$ cat config.mk
export PLATFORM = sky130hd
export DESIGN_NAME = mcyc_clkgen
export DESIGN_NICKNAME = d
export VERILOG_FILES = /design/src/rtl/mcg_pkg.sv /design/src/rtl/mcg_ctrl_reg.sv /design/src/rtl/mcg_speed_fsm.sv /design/src/rtl/mcg_phase_gen.sv /design/src/rtl/mcyc_clkgen.sv
export SDC_FILE = /design/constraint.sdc
export NUM_CORES = 1
export LEC_CHECK = 0
export BUFFER_PORTS_ARGS = -buffer_cell sky130_fd_sc_hd__buf_2
export CAP_MARGIN = 20
export CORE_AREA = 2 2 39 41
export CTS_CLUSTER_DIAMETER = 60
export CTS_CLUSTER_SIZE = 40
export DETAILED_ROUTE_END_ITERATION = 6
export DIE_AREA = 0 0 41 43
export GPL_TIMING_DRIVEN = 1
export PLACE_DENSITY = 0.73
export SLEW_MARGIN = 20
export SYNTH_ARGS = -nofsm -noshare
export SYNTH_HDL_FRONTEND = slang
export SYNTH_SLANG_ARGS = --single-unit
$ cat constraint.sdc
create_clock -name clk -period 1.5 [get_ports clk]
set_clock_uncertainty 0.2 [all_clocks]
set_input_delay 0.15 -clock clk [delete_from_list [all_inputs] [get_ports clk]]
set_output_delay 0.15 -clock clk [all_outputs]
set_load 0.005 [all_outputs]
$ cat src/rtl/mcg_pkg.sv
package mcg_pkg;

    localparam int SFR_AW = 8;
    localparam int SFR_DW = 8;
    localparam logic [SFR_AW-1:0] CKCTL_ADDR_DEF = 8'h8F;
    localparam int SPEED_BIT = 0;

    typedef enum logic [1:0] {
        ST_NORMAL     = 2'd0,
        ST_ARM_FAST   = 2'd1,
        ST_FAST       = 2'd2,
        ST_ARM_NORMAL = 2'd3
    } speed_state_t;

endpackage

$ cat src/rtl/mcg_ctrl_reg.sv
module mcg_ctrl_reg
    import mcg_pkg::*;
#(
    parameter logic [SFR_AW-1:0] REG_ADDR = CKCTL_ADDR_DEF
) (
    input  logic              clk,
    input  logic              rst_n,
    input  logic [SFR_AW-1:0] addr,
    input  logic              we,
    input  logic [SFR_DW-1:0] wdata,
    output logic [SFR_DW-1:0] rdata,
    output logic              speed_req
);

    logic hit;
    assign hit = (addr == REG_ADDR);

    always_ff @(posedge clk) begin
        if (!rst_n) begin
            speed_req <= 1'b0;
        end else if (we && hit) begin
            speed_req <= wdata[SPEED_BIT];
        end
    end

    always_comb begin
        rdata = '0;
        if (hit) begin
            rdata[SPEED_BIT] = speed_req;
        end
    end

    AST_WRITE_STORES: assert property (@(posedge clk) disable iff (!rst_n)
        (we && hit) |=> (speed_req == $past(wdata[SPEED_BIT])));
    AST_FOREIGN_WRITE_IGNORED: assert property (@(posedge clk) disable iff (!rst_n)
        !(we && hit) |=> $stable(speed_req));

endmodule

$ cat src/rtl/mcg_speed_fsm.sv
module mcg_speed_fsm
    import mcg_pkg::*;
(
    input  logic clk,
    input  logic rst_n,
    input  logic speed_req,
    input  logic boundary,
    output logic fast_active,
    output logic pending
);

    speed_state_t state, state_nxt;

    always_ff @(posedge clk) begin
        if (!rst_n) begin
            state <= ST_NORMAL;
        end else begin
            state <= state_nxt;
        end
    end

    always_comb begin
        state_nxt = state;
        unique case (state)
            ST_NORMAL: begin
                if (speed_req) state_nxt = boundary ? ST_FAST : ST_ARM_FAST;
            end
            ST_ARM_FAST: begin
                if (!speed_req)    state_nxt = ST_NORMAL;
                else if (boundary) state_nxt = ST_FAST;
            end
            ST_FAST: begin
                if (!speed_req) state_nxt = boundary ? ST_NORMAL : ST_ARM_NORMAL;
            end
            ST_ARM_NORMAL: begin
                if (speed_req)     state_nxt = ST_FAST;
                else if (boundary) state_nxt = ST_NORMAL;
            end
            default: state_nxt = ST_NORMAL;
        endcase
    end

    always_comb begin
        fast_active = 1'b0;
        pending     = 1'b0;
        unique case (state)
            ST_NORMAL:     begin fast_active = 1'b0; pending = 1'b0; end
            ST_ARM_FAST:   begin fast_active = 1'b0; pending = 1'b1; end
            ST_FAST:       begin fast_active = 1'b1; pending = 1'b0; end
            ST_ARM_NORMAL: begin fast_active = 1'b1; pending = 1'b1; end
            default:       begin fast_active = 1'b0; pending = 1'b0; end
        endcase
    end

    AST_SWITCH_ON_BOUNDARY: assert property (@(posedge clk) disable iff (!rst_n)
        !$stable(fast_active) |-> $past(boundary));
    AST_PENDING_CLEARS: assert property (@(posedge clk) disable iff (!rst_n)
        (pending && boundary) |=> !pending);

endmodule

$ cat src/rtl/mcg_phase_gen.sv
module mcg_phase_gen #(
    parameter int STD_LEN  = 12,
    parameter int FAST_LEN = 6,
    parameter int TICK_DIV = 2,
    localparam int PHASE_W = $clog2(STD_LEN)
) (
    input  logic               clk,
    input  logic               rst_n,
    input  logic               fast_active,
    output logic [PHASE_W-1:0] phase,
    output logic               boundary,
    output logic               core_clk_en,
    output logic               periph_tick
);

    localparam logic [PHASE_W-1:0] STD_LAST  = PHASE_W'(STD_LEN - 1);
    localparam logic [PHASE_W-1:0] FAST_LAST = PHASE_W'(FAST_LEN - 1);

    logic [PHASE_W-1:0] last_phase;
    assign last_phase  = fast_active ? FAST_LAST : STD_LAST;
    assign boundary    = (phase == last_phase);
    assign core_clk_en = fast_active ? 1'b1 : phase[0];

    always_ff @(posedge clk) begin
        if (!rst_n) begin
            phase <= '0;
        end else if (boundary) begin
            phase <= '0;
        end else begin
            phase <= phase + PHASE_W'(1);
        end
    end

    generate
        if (TICK_DIV <= 1) begin : g_tick_direct
            assign periph_tick = boundary;
        end else begin : g_tick_div
            localparam int MC_W = $clog2(TICK_DIV);
            localparam logic [MC_W-1:0] MC_LAST = MC_W'(TICK_DIV - 1);
            logic [MC_W-1:0] mc_cnt;
            always_ff @(posedge clk) begin
                if (!rst_n) begin
                    mc_cnt <= '0;
                end else if (boundary) begin
                    mc_cnt <= (mc_cnt == MC_LAST) ? '0 : mc_cnt + MC_W'(1);
                end
            end
            assign periph_tick = boundary && (mc_cnt == MC_LAST);
        end
    endgenerate

    AST_PHASE_IN_RANGE: assert property (@(posedge clk) disable iff (!rst_n)
        phase <= last_phase);
    AST_WRAP_AFTER_LAST: assert property (@(posedge clk) disable iff (!rst_n)
        boundary |=> (phase == '0));
    AST_PHASE_STEP: assert property (@(posedge clk) disable iff (!rst_n)
        !boundary |=> (phase == $past(phase) + PHASE_W'(1)));
    AST_NORMAL_EN_ALTERNATES: assert property (@(posedge clk) disable iff (!rst_n)
        (!fast_active && core_clk_en && !boundary) |=> !core_clk_en);
    AST_FAST_EN_CONTINUOUS: assert property (@(posedge clk) disable iff (!rst_n)
        fast_active |-> core_clk_en);
    AST_TICK_ON_BOUNDARY: assert property (@(posedge clk) disable iff (!rst_n)
        periph_tick |-> boundary);

endmodule

$ cat src/rtl/mcyc_clkgen.sv
module mcyc_clkgen
    import mcg_pkg::*;
#(
    parameter logic [7:0] CTRL_ADDR = CKCTL_ADDR_DEF,
    parameter int STD_LEN  = 12,
    parameter int FAST_LEN = 6,
    parameter int TICK_DIV = 2
) (
    input  logic       clk,
    input  logic       rst_n,
    input  logic [7:0] sfr_addr,
    input  logic       sfr_we,
    input  logic [7:0] sfr_wdata,
    output logic [7:0] sfr_rdata,
    output logic       core_clk_en,
    output logic       mcyc_strobe,
    output logic       periph_tick,
    output logic [3:0] mcyc_phase,
    output logic       fast_active
);

    logic speed_req;
    logic boundary;
    logic pending;

    mcg_ctrl_reg #(.REG_ADDR(CTRL_ADDR)) u_reg (
        .clk       (clk),
        .rst_n     (rst_n),
        .addr      (sfr_addr),
        .we        (sfr_we),
        .wdata     (sfr_wdata),
        .rdata     (sfr_rdata),
        .speed_req (speed_req)
    );

    mcg_speed_fsm u_fsm (
        .clk         (clk),
        .rst_n       (rst_n),
        .speed_req   (speed_req),
        .boundary    (boundary),
        .fast_active (fast_active),
        .pending     (pending)
    );

    mcg_phase_gen #(
        .STD_LEN  (STD_LEN),
        .FAST_LEN (FAST_LEN),
        .TICK_DIV (TICK_DIV)
    ) u_phase (
        .clk         (clk),
        .rst_n       (rst_n),
        .fast_active (fast_active),
        .phase       (mcyc_phase),
        .boundary    (boundary),
        .core_clk_en (core_clk_en),
        .periph_tick (periph_tick)
    );

    assign mcyc_strobe = boundary;

    AST_RSVD_READ_ZERO: assert property (@(posedge clk) disable iff (!rst_n)
        (sfr_addr == CTRL_ADDR) |-> (sfr_rdata[7:1] == 7'd0));
    AST_FOREIGN_READ_ZERO: assert property (@(posedge clk) disable iff (!rst_n)
        (sfr_addr != CTRL_ADDR) |-> (sfr_rdata == 8'd0));
    AST_READ_TRACKS_REQ: assert property (@(posedge clk) disable iff (!rst_n)
        (sfr_addr == CTRL_ADDR) |-> (sfr_rdata[0] == speed_req));
    AST_PENDING_MEANS_MISMATCH: assert property (@(posedge clk) disable iff (!rst_n)
        pending |-> (speed_req != fast_active) || $past(sfr_we));

endmodule

==> After elaboration in Yosys (flattened, before gate mapping) <==
Index checks and enable logic that the tools add are counted.
{ "totals": {"inputBits": 19, "reg_bits": 8, "out_inout_bits": 16, "word_cells": 37} }
{ "classes": {"eq_ne": 9, "bitwise_logic": 1, "addsub": 2, "mux": 14, "n_reduce_logical": 7} }
{ "op_table": {"columns": ["cell", "count"], "rows": [
  ["2-bit 2-to-1 mux", 8],
  ["8-bit equality test (second input constant)", 1],
  ["2-bit one-hot mux with 4 select lines", 1],
  ["3-bit by 2-bit inequality test with 1-bit output (second input constant)", 2],
  ["2-bit OR reduction", 3],
  ["4-bit by 1-bit adder with 4-bit output (second input constant)", 1],
  ["2-bit equality test (second input constant)", 2],
  ["4-bit equality test", 1],
  ["4-bit 2-to-1 mux", 1],
  ["2-bit inequality test (second input constant)", 2],
  ["4-bit AND reduction", 1],
  ["1-bit 2-to-1 mux", 3],
  ["2-bit by 1-bit equality test with 1-bit output (second input constant)", 1],
  ["1-bit logical AND", 2],
  ["2-bit logical NOT", 1],
  ["1-bit one-hot mux with 2 select lines", 1],
  ["1-bit adder (second input constant)", 1],
  ["1-bit NOT", 1]
]} }

==> Logic depth before layout (Yosys ltp) <==
{ "depth": {"depth_word": 8, "depth_mapped": 4, "depth_no_buf": 3} }

==> Cells and area by module <==
Synthesis repeated with hierarchy kept, for this count alone.
{ "unflattened": {"hier_cells": 50, "hier_area_um2": 494.2} }
{ "by_module_without_submodules": {"columns": ["module", "seq_area_each_um2", "area_each_um2", "n_inst", "cells_per_inst"], "rows": [
  ["mcg_phase_gen", 100.1, 255.2, 1, 23],
  ["mcg_ctrl_reg", 20.0, 153.9, 1, 19],
  ["mcg_speed_fsm", 40.0, 85.1, 1, 8]
]} }

==> Worst setup path before layout <==
No wires, ideal clock.
{ "synth_path": {"path_kind": "reg-to-output", "start": "register u_phase.phase[1]", "end": "output periph_tick", "path_buffers": 1, "setup_slack_ns": 0.106, "required_time_ns": 1.150, "stages_incl_launch_ff": 5, "arrival_ns": 1.044, "path_cell_list": "dfxtp_1 -> and4bb_1 -> o21a_1 -> buf_6 -> and2_1"} }
{ "synth_between": {"elab_chain_cells": 2} }
{ "synth_lines": {"columns": ["element", "line", "text"], "rows": [
  ["start, declared", "mcg_phase_gen.sv:10", "output logic [PHASE_W-1:0] phase,"],
  ["start signal, assigned", "mcg_phase_gen.sv:30", "phase <= phase + PHASE_W'(1);"],
  ["4-bit equality test", "mcg_phase_gen.sv:21", "assign boundary = (phase == last_phase);"],
  ["via mcyc_strobe", "mcyc_clkgen.sv:16", "output logic mcyc_strobe,"],
  ["1-bit logical AND", "mcg_phase_gen.sv:48", "assign periph_tick = boundary && (mc_cnt == MC_LAST);"],
  ["end, declared", "mcyc_clkgen.sv:17", "output logic periph_tick,"]
]} }
The timed path passes the listed nets, and every way through them passes these cells.

==> Worst setup path in the final report <==
{ "layout_path": {"start": "register u_phase.phase[3]", "end": "output periph_tick"} }
{ "layout_between": {"elab_chain_cells": 2} }
{ "layout_lines": {"columns": ["element", "line"], "rows": [
  ["4-bit equality test", "mcg_phase_gen.sv:21"],
  ["1-bit logical AND", "mcg_phase_gen.sv:48"]
]} }
No other way between the ends.

==> flow_summary.json <==
{
  "cap_viol_max_count": 0,
  "cpPeakStageDelay_ns": 0.35,
  "syn_area_per_cell_sq_um": 9.40,
  "hold-worst-slack_ns": 0.0147,
  "ir_drop_mv": 0.270,
  "cp_max_fo": 4,
  "layout.nets": 95,
  "setup_viol": 4,
  "gp_congestion": 0.616,
  "grt_max_degree": 10,
  "r2r_setup_slack_ns": -0.07,
  "final_common_cell": "buf_2",
  "cts_buffers": 3,
  "tritoncts": "yes",
  "start_util_pct": 30.6,
  "vias": 386,
  "clockBufferDepth": 2,
  "post-route-drc-count": 0,
  "area_growth_pct": 45.6,
  "drv_slew": 0,
  "hold_class": "in -> reg",
  "fin_crit_sh_pct": 108,
  "grt_antenna_before_repair": 0,
  "grt_pass1_wl_um": 1460,
  "min_path_cells": 3,
  "critPathSlowestCell": "dfxtp_4",
  "yosysSeqAreaShare_pct": 33.1,
  "die_area_sq_um": 1760,
  "synthesis.instances": 45,
  "mostFrequentLayoutCells": "19 x buf_2, 7 x conb_1, 7 x buf_4",
  "path_clk_slew_ns": 0.06,
  "wl_um": 869,
  "cp.arrival_ns": 1.26,
  "ys_types": 26,
  "pwr_density_cell_nw_per_um2": 710,
  "synth_top_area_share_pct": 33.1,
  "reg2reg_depth": 6,
  "period_needed_ns": 1.61,
  "dp_hpwl_um": 633,
  "min_to": "u_fsm.state[1]",
  "start_kind": "flop",
  "netlist_area_sq_um": 423,
  "yosysWarnings": 0,
  "diodes": 0,
  "portBuffers": 20,
  "hp-start": "rst_n",
  "ctsHtreeMaxLevel": 1,
  "initialDrtViolationCount": 3,
  "status": "finished with violations",
  "firstDrtPassIters": 4,
  "violations": "setup timing",
  "dp_slack_ns": 0.00577,
  "fin_util_pct": 44.5,
  "finalHoldViolCount": 0,
  "antenna_left": 0,
  "wire_per_inst_um": 9.66,
  "grt_overflow": 0,
  "synth.largest_area_cell": "dfxtp_1",
  "grt_use_total_pct": 12.6,
  "die_h_um": 43,
  "drive_gt1_share_pct": 48.6,
  "critPathRequiredTime_ns": 1.15,
  "fp-row-count": 14,
  "cp_cell_sequence": "nor4bb_4 > o21a_1 > and2_1 > buf_2",
  "rsz0062_at_grt": "yes",
  "die-width_um": 41,
  "r2r_start": "u_phase.phase[3]",
  "synth-seq-cells": 7,
  "cts_root_buffer": "clkbuf_4",
  "cts_num_sinks": 7,
  "critPathCaptureType": "output pin",
  "synth_area_leaders": "dfxtp_1 33%, buf_4 12%, mux2i_1 7.1%",
  "fp.coreArea_sq_um": 1380,
  "reg2reg_to": "u_phase.g_tick_div.mc_cnt",
  "p_leak_nw": 0.313,
  "crit_type": "reg -> out",
  "grt_pass1_vias": 355,
  "max_freq_mhz": 620,
  "clk_latency_ns": 0.25,
  "ios": 35,
  "via_per_inst": 4.29,
  "setup_ws_ns": -0.114
}
registers in the layout, indices dropped and copies added (netlist names):
name	flops
u_phase.g_tick_div.mc_cnt	1
u_fsm.state	1
u_reg.speed_req	1
u_phase.phase	4
stage by stage:
step	total power, W	cell area, sq um	cells	setup TNS [ns]
floorplan	0.000243	445	51	0
global placement	0.000259	519	81	0
detailed placement	0.000261	519	81	0
CTS	0.000438	596	89	-0.327
global route	0.000468	616	90	-0.726
finish	0.000437	616	90	-0.339
logic make-up (layout without fill, tap and decap cells):
logic type / count (synthesis) / after routing / synth area share [%]
and+or+nand+nor: 19 / 19 / 31.1
DFF: 7 / 7 / 33.1
buffers and inverters: 10 / 33 / 18.0
other: 1 / 7 / 0.887
adders and majority gates: 1 / 1 / 2.96
muxes: 3 / 3 / 7.10
xor gates and xnor gates: 1 / 1 / 2.07
AOI/OAI and AO/OA: 3 / 3 / 4.73
Yosys cell counts:
library cell / instances
buf_4: 7
dfxtp_1: 7
nand2_1: 5
mux2i_1: 3
nor2b_1: 2
a21boi_0: 1
and2_1: 1
and3_1: 1
and3b_1: 1
and4_1: 1
and4bb_1: 1
buf_6: 1
clkbuf_1: 1
conb_1: 1
dlygate4sd1_1: 1
ha_1: 1
nand2b_1: 1
nand3_1: 1
nand4b_1: 1
nor3b_2: 1
nor4b_1: 1
nor4bb_1: 1
o21a_1: 1
o21ai_0: 1
or2_2: 1
xnor2_1: 1
timing repair:
action	in CTS	in global routing
endpoints found under the hold margin	1	0
hold buffers	2	0
endpoints found under the setup margin	4	7
buffers inserted	2	1
gates resized for setup	4	3
pin swaps	2	4
how the worst max path moves through the flow:
stage,startpoint,to,slack (ns),depth (start not counted)
final,u_phase.phase[3],periph_tick,-0.11,4
after global routing,u_phase.phase[3],periph_tick,-0.19,4
after CTS,u_phase.phase[3],periph_tick,-0.11,4
after detailed placement,u_phase.phase[3],u_phase.g_tick_div.mc_cnt,0.006,4
after global placement,u_phase.phase[3],periph_tick,0.04,4
after floorplan,u_phase.phase[1],periph_tick,0.11,4
where the power goes:
group	internal (W)	total, W	switching, W
registers	0.000192	0.000200	0.00000827
logic	0.0000386	0.0000633	0.0000247
clock network	0.000102	0.000173	0.0000717
total	0.000332	0.000437	0.000105
cell type report:
cell class,count,area (sq um)
fill,149,768
timing repair buffer,29,179
tap,16,20.0
multi-input combinational,34,244
sequential,7,146
clock buffer,4,26.3
worst max-delay path: cells and delay by family (launching register included):
family | cells | cell delay (ns)
buffers and inverters | 1 | 0.10
flip-flops | 1 | 0.35
AND/OR/NAND/NOR | 2 | 0.38
AO/OA/AOI/OAI | 1 | 0.18
per-layer routing:
layer | vias to the layer above | track usage, % | part of all wire [%]
met5 | - | 0 | 0
met1 | 175 | 13.7 | 44
met2 | 13 | 17.2 | 49
li1 | 198 | - | -
met4 | 0 | 8.00 | 0
met3 | 0 | 8.38 | 6.9
No activity file was read; power rests on OpenSTA's default activity.
